**config.mk**
```make
export PLATFORM = sky130hd
export DESIGN_NAME = pcc_timing_seq
export DESIGN_NICKNAME = d
export VERILOG_FILES = /design/src/rtl/pcc_pkg.sv /design/src/rtl/pcc_field_sel.sv /design/src/rtl/pcc_tick_gen.sv /design/src/rtl/pcc_wait_sync.sv /design/src/rtl/pcc_timing_seq.sv
export SDC_FILE = /design/constraint.sdc
export NUM_CORES = 1
export LEC_CHECK = 0
export ABC_AREA = 1
export CAP_MARGIN = 20
export CELL_PAD_IN_SITES_DETAIL_PLACEMENT = 0
export CELL_PAD_IN_SITES_GLOBAL_PLACEMENT = 2
export CORE_MARGIN = 2
export CORE_UTILIZATION = 27
export DETAILED_ROUTE_END_ITERATION = 10
export PLACE_DENSITY_LB_ADDON = 0.1
export SYNTH_ARGS = -nofsm -noshare
export SYNTH_HDL_FRONTEND = slang
export SYNTH_SLANG_ARGS = --single-unit
```
**constraint.sdc**
```tcl
create_clock -name clk -period 1.5 [get_ports clk]
set_clock_uncertainty 0.05 [all_clocks]
set_input_delay 0.15 -clock clk [delete_from_list [all_inputs] [get_ports clk]]
set_output_delay 0.15 -clock clk [all_outputs]
set_load 0.02 [all_outputs]
```
**src/rtl/pcc_pkg.sv**
```systemverilog
`timescale 1ns/1ps
package pcc_pkg;
    localparam int CNT_W       = 5;
    localparam int NUM_SLOTS   = 2;
    localparam int SLOT_STRIDE = 16;
    localparam int CFG_W       = NUM_SLOTS * SLOT_STRIDE;
    localparam int PH_W        = 2;

    typedef enum logic [1:0] {
        SP_IO   = 2'b00,
        SP_ATTR = 2'b01,
        SP_MEM  = 2'b10,
        SP_MEM2 = 2'b11
    } space_e;

    typedef enum logic [2:0] {
        ST_IDLE,
        ST_LEAD,
        ST_SETUP,
        ST_STROBE,
        ST_HOLD,
        ST_FIN
    } seq_state_e;

    localparam logic [PH_W-1:0] TICKS_NORMAL = 2'd3;
    localparam logic [PH_W-1:0] TICKS_FAST   = 2'd1;
    localparam logic [PH_W-1:0] TICKS_HALF2  = 2'd2;
    localparam logic [PH_W-1:0] TICKS_STROBE = 2'd3;
endpackage

```
**src/rtl/pcc_field_sel.sv**
```systemverilog
`timescale 1ns/1ps
module pcc_field_sel
    import pcc_pkg::*;
#(
    parameter int W      = CNT_W,
    parameter int SLOTS  = NUM_SLOTS,
    parameter int STRIDE = SLOT_STRIDE,
    localparam int CW    = SLOTS * STRIDE,
    localparam int SW    = (SLOTS > 1) ? $clog2(SLOTS) : 1
) (
    input  logic [CW-1:0] cfg,
    input  logic [SW-1:0] slot,
    input  space_e        space,
    output logic [W-1:0]  count,
    output logic          fast
);
    logic [W-1:0] io_f   [SLOTS];
    logic [W-1:0] attr_f [SLOTS];
    logic [W-1:0] mem_f  [SLOTS];
    logic [SLOTS-1:0] fast_f;

    for (genvar s = 0; s < SLOTS; s++) begin : g_slot
        assign io_f[s]   = cfg[s*STRIDE        +: W];
        assign attr_f[s] = cfg[s*STRIDE + W    +: W];
        assign mem_f[s]  = cfg[s*STRIDE + 2*W  +: W];
        assign fast_f[s] = cfg[s*STRIDE + STRIDE - 1];
    end

    always_comb begin
        unique case (space)
            SP_IO:   count = io_f[slot];
            SP_ATTR: count = attr_f[slot];
            default: count = mem_f[slot];
        endcase
        fast = fast_f[slot];
    end
endmodule

```
**src/rtl/pcc_tick_gen.sv**
```systemverilog
`timescale 1ns/1ps
module pcc_tick_gen #(
    parameter int W = 5
) (
    input  logic         clk,
    input  logic         rst_n,
    input  logic         run,
    input  logic [W-1:0] limit,
    output logic         tick
);
    logic [W-1:0] cnt_q;

    assign tick = run && (cnt_q == limit);

    always_ff @(posedge clk) begin
        if (!rst_n)
            cnt_q <= '0;
        else if (!run || tick)
            cnt_q <= '0;
        else
            cnt_q <= cnt_q + 1'b1;
    end
endmodule

```
**src/rtl/pcc_wait_sync.sv**
```systemverilog
`timescale 1ns/1ps
module pcc_wait_sync #(
    parameter int STAGES = 2
) (
    input  logic clk,
    input  logic rst_n,
    input  logic async_in,
    output logic sync_out
);
    logic [STAGES-1:0] chain_q;

    always_ff @(posedge clk) begin
        if (!rst_n)
            chain_q <= '0;
        else
            chain_q <= {chain_q[STAGES-2:0], async_in};
    end

    assign sync_out = chain_q[STAGES-1];
endmodule

```
**src/rtl/pcc_timing_seq.sv**
```systemverilog
`timescale 1ns/1ps
module pcc_timing_seq
    import pcc_pkg::*;
(
    input  logic        clk,
    input  logic        rst_n,
    input  logic        cfg_we,
    input  logic [31:0] cfg_wdata,
    input  logic        req_valid,
    input  logic        req_slot,
    input  logic [1:0]  req_space,
    input  logic        req_write,
    input  logic        req_wide,
    input  logic        card_io16,
    input  logic        card_wait,
    output logic        busy,
    output logic        addr_act,
    output logic [1:0]  slot_en,
    output logic        reg_sel,
    output logic        half_hi,
    output logic        mem_we,
    output logic        mem_oe,
    output logic        io_wr,
    output logic        io_rd,
    output logic        done
);
    // configuration word: deliberately without reset
    logic [CFG_W-1:0] cfg_q;
    always_ff @(posedge clk) begin
        if (cfg_we)
            cfg_q <= cfg_wdata;
    end

    logic [CNT_W-1:0] sel_cnt;
    logic             sel_fast;
    pcc_field_sel u_fsel (
        .cfg   (cfg_q),
        .slot  (req_slot),
        .space (space_e'(req_space)),
        .count (sel_cnt),
        .fast  (sel_fast)
    );

    logic wait_s;
    pcc_wait_sync #(.STAGES(2)) u_wsync (
        .clk      (clk),
        .rst_n    (rst_n),
        .async_in (card_wait),
        .sync_out (wait_s)
    );

    seq_state_e       state_q, state_d;
    logic [PH_W-1:0]  ph_q, ph_d;
    logic             half_q, half_d;
    logic             l_slot, l_write, l_split, l_fast;
    space_e           l_space;
    logic [CNT_W-1:0] l_cnt;
    logic             accept;
    logic             tick;
    logic             tick_run;
    logic [PH_W-1:0]  setup_last;

    assign accept   = (state_q == ST_IDLE) && req_valid;
    assign tick_run = (state_q == ST_SETUP) || (state_q == ST_STROBE) ||
                      (state_q == ST_HOLD);

    pcc_tick_gen #(.W(CNT_W)) u_tick (
        .clk   (clk),
        .rst_n (rst_n),
        .run   (tick_run),
        .limit (l_cnt),
        .tick  (tick)
    );

    always_comb begin
        if (half_q)
            setup_last = TICKS_HALF2 - 1'b1;
        else if (l_fast)
            setup_last = TICKS_FAST - 1'b1;
        else
            setup_last = TICKS_NORMAL - 1'b1;
    end

    // request capture
    always_ff @(posedge clk) begin
        if (!rst_n) begin
            l_slot  <= 1'b0;
            l_space <= SP_IO;
            l_write <= 1'b0;
            l_split <= 1'b0;
            l_fast  <= 1'b0;
            l_cnt   <= '0;
        end else if (accept) begin
            l_slot  <= req_slot;
            l_space <= space_e'(req_space);
            l_write <= req_write;
            l_split <= (space_e'(req_space) == SP_IO) && req_wide && !card_io16;
            l_fast  <= sel_fast;
            l_cnt   <= sel_cnt;
        end
    end

    // next-state logic
    always_comb begin
        state_d = state_q;
        ph_d    = ph_q;
        half_d  = half_q;
        unique case (state_q)
            ST_IDLE: begin
                if (req_valid) begin
                    state_d = ST_LEAD;
                    half_d  = 1'b0;
                end
            end
            ST_LEAD: begin
                state_d = ST_SETUP;
                ph_d    = '0;
            end
            ST_SETUP: begin
                if (tick) begin
                    if (ph_q == setup_last) begin
                        state_d = ST_STROBE;
                        ph_d    = '0;
                    end else begin
                        ph_d = ph_q + 1'b1;
                    end
                end
            end
            ST_STROBE: begin
                if (tick) begin
                    if (ph_q == TICKS_STROBE - 1'b1) begin
                        if (!wait_s) begin
                            state_d = ST_HOLD;
                            ph_d    = '0;
                        end
                    end else begin
                        ph_d = ph_q + 1'b1;
                    end
                end
            end
            ST_HOLD: begin
                if (tick) begin
                    if (l_split && !half_q) begin
                        state_d = ST_SETUP;
                        half_d  = 1'b1;
                        ph_d    = '0;
                    end else begin
                        state_d = ST_FIN;
                    end
                end
            end
            ST_FIN: begin
                state_d = ST_IDLE;
            end
        endcase
    end

    // state register
    always_ff @(posedge clk) begin
        if (!rst_n) begin
            state_q <= ST_IDLE;
            ph_q    <= '0;
            half_q  <= 1'b0;
        end else begin
            state_q <= state_d;
            ph_q    <= ph_d;
            half_q  <= half_d;
        end
    end

    // outputs
    always_comb begin
        logic act, stb, is_io;
        act      = (state_q == ST_LEAD) || (state_q == ST_SETUP) ||
                   (state_q == ST_STROBE) || (state_q == ST_HOLD);
        stb      = (state_q == ST_STROBE);
        is_io    = (l_space == SP_IO);
        busy     = (state_q != ST_IDLE);
        done     = (state_q == ST_FIN);
        addr_act = act;
        slot_en  = act ? (l_slot ? 2'b10 : 2'b01) : 2'b00;
        reg_sel  = act && ((l_space == SP_IO) || (l_space == SP_ATTR));
        half_hi  = act && half_q;
        mem_we   = stb && !is_io && l_write;
        mem_oe   = stb && !is_io && !l_write;
        io_wr    = stb && is_io && l_write;
        io_rd    = stb && is_io && !l_write;
    end
endmodule

```
==> flow_summary.json <==
{
  "criticalPathCategory": "flop to output pin",
  "routedWlPerCell_um": 12.5,
  "ant_nets": 0,
  "synth_top_cell_area_share_pct": 37.7,
  "endpoint_kind": "output pin",
  "crit_chain": "buf_6 -> nor2_4 -> nand2_2 -> inv_2 -> nor3_4 -> buf_6 -> nor2_4 -> buf_6",
  "outcome": "finished with violations",
  "crit_slowest_cell": "dfxtp_4",
  "drive_above_1_share_pct": 30.1,
  "die_y_um": 101,
  "yosysTopAreaCell": "edfxtp_1",
  "grt_pass1_vias": 2092,
  "numCtsBuffers": 5,
  "port_buffers": 53,
  "seqPwrFrac_pct": 33.3,
  "clock_latency_ps": 320,
  "synth_area_leaders": "edfxtp_1, dfxtp_1, o21ai_0",
  "rsz0062_at_grt": "yes",
  "crit_start": "state_q[1]",
  "hold_ws_ps": 308,
  "hold_viol_final": 0,
  "synthCells": 275,
  "cp.required_ps": 1300,
  "min_period_ps": 1660,
  "worst_slew_pin_slew_ps": 287,
  "critPathMostFrequentCell": "buf_6",
  "syn_to_final_growth_pct": 47.4,
  "rows": 35,
  "synth.distinct_cells": 30,
  "ys_ff_latch": 56,
  "cp.arrival_ps": 1460,
  "failed_checks": "setup timing",
  "intPower_uw": 3850,
  "r2r-end": "ph_q[0]",
  "p_sw_uw": 2480,
  "hold_buffers": 0,
  "pre_cts_slack_ps": -295,
  "routed_wl_um": 5980,
  "vias": 2097,
  "cts_tree": "built",
  "ff2ff_setup_slack_ps": -60,
  "total_power_uw": 6320,
  "ys.warnings.count": 0,
  "cpPeakStageDelay_ps": 390,
  "antenna_found_initial": 0,
  "grt_pass1_wl_um": 10100,
  "drc": 0,
  "avgSynthCellArea_um2": 9.27,
  "final_core_util_pct": 40.8,
  "leakagePower_uw": 0.00152,
  "cts.path.max_buffers": 2,
  "core_region_area_um2": 9200,
  "grt_overflow": 0,
  "power.density_nw_per_um2": 1680,
  "grt_max_degree": 33,
  "track_usage_pct": 12.6,
  "path_clk_slew_ps": 100,
  "initial_core_util_pct": 27.7,
  "post-dp-hpwl_um": 4630,
  "max_freq_mhz": 603,
  "critPathMaxFanout": 5,
  "maxCapViolCount": 0,
  "io_pins": 54,
  "dr.pass1.iters": 4,
  "via_per_inst": 4.37,
  "slew-limit-headroom_pct": 80.9,
  "root_buffer": "clkbuf_8",
  "setup-tns-final_ps": -1070,
  "drv_slew": 0,
  "setup_violations": 13,
  "dieWidth_um": 101,
  "final_common_cell": "clkdlybuf4s50_1",
  "final_cell_mix": "clkdlybuf4s50_1, buf_4, nand2_1",
  "routabilityCongestion": 0.739,
  "netSwitchingFraction_pct": 39.2,
  "peakVddDrop_mv": 0.595,
  "startpoint_type": "flop",
  "nets": 416,
  "clkSinkCount": 56,
  "holdCritPathClass": "primary input to flop",
  "r2r_start": "state_q[1]",
  "synthesis.nets": 323,
  "syn-cell-area_um2": 2550,
  "ff2ff_path_depth": 11,
  "drt_iter0_markers": 72,
  "ys_seq_area_share_pct": 56.6,
  "die_area_um2": 10200,
  "pwr-share-clk_pct": 14.2,
  "crit_end": "slot_en[0]",
  "antenna_cells": 0,
  "fin_ws_ps": -159,
  "combPwrFrac_pct": 52.5,
  "htreeDepth": 2,
  "post-route-period-util_pct": 111
}
[layout make-up]
| class | count | area (um2) |
|---|---|---|
| fillers | 959 | 5440 |
| flip-flops and latches | 56 | 1460 |
| multi-input cells | 174 | 1050 |
| repair buffers | 94 | 871 |
| inverters | 37 | 141 |
| well taps | 111 | 139 |
| clock buffers | 5 | 68.8 |
| clock inverters | 3 | 28.8 |
[how the worst min path moves through the flow]
stage / startpoint / cells past startpoint / to / slack (ps)
floorplan: card_wait / 2 / u_wsync.chain_q[0] / 200
global placement: u_wsync.chain_q[0] / 2 / u_wsync.chain_q[1] / 350
detailed placement: u_wsync.chain_q[0] / 2 / u_wsync.chain_q[1] / 350
CTS: card_wait / 3 / u_wsync.chain_q[0] / 310
global route: cfg_wdata[5] / 1 / cfg_q[5] / 300
finish: card_wait / 3 / u_wsync.chain_q[0] / 310
[registers in the layout (all words and copies together) (netlist names)]
name	count
ph_q	2
cfg_q	32
l_space	2
l_slot	1
l_write	1
l_fast	1
l_split	1
l_cnt	5
u_wsync.chain_q	2
half_q	1
u_tick.cnt_q	5
state_q	3
[critical path: cells and delay by family (launching register included)]
family / cells / cell delay [ps]
buffers and inverters: 4 / 440
DFF: 1 / 390
and+or+nand+nor: 4 / 320
[Yosys cell counts (all sizes together)]
library cell	instances
nor2	43
a21oi	12
nand3b	2
dfxtp	24
inv	36
o21ai	33
clkinv	1
xor2	2
a41oi	4
nand3	15
xnor2	2
buf	4
a31oi	2
o22ai	1
nand2	40
clkbuf	4
nor3	3
ha	5
edfxtp	32
o21a	10
[metal layers]
metal	routed length (um)	up-vias	share of wire, %	track usage [%]
li1	-	1108	-	-
met1	2780	949	47	16.1
met3	195	4	3.3	2.69
met4	56	0	0.94	3.22
met5	0	-	0	0
met2	2940	36	49	21.8
[through the flow]
step                      cell area, um2  std cells
final                               3760        480
after global routing                3760        480
after CTS                           3570        476
after detailed placement            3480        468
after global placement              3480        468
after floorplan                     2550        275
[logic make-up (layout without fill, tap and decap cells)]
logic type,after synthesis,in the layout,share of synthesized area (%)
xor gates and xnor gates,4,4,1.37
DFF,56,56,56.6
buffers and inverters,45,139,6.87
AOI/OAI and AO/OA,62,62,14.6
adders and majority gates,5,5,2.45
and+or+nand+nor,103,103,18.1
[timing repair]
item	in CTS	in global routing
pin swaps	3	6
endpoints found under the hold margin	0	0
setup endpoints to repair	27	32
setup buffers	0	4
resized for setup	64	54
[power by group through the flow]
stage	clock, uW	combinational [uW]	sequential (uW)
2_1_floorplan	0	1560	2040
3_3_place_gp	0	2830	2070
3_5_place_dp	0	2820	2080
4_1_cts	933	2810	2070
5_1_grt	1000	3660	2150
6_report	899	3320	2100
Note: power is estimated with default switching activity, not from simulation.
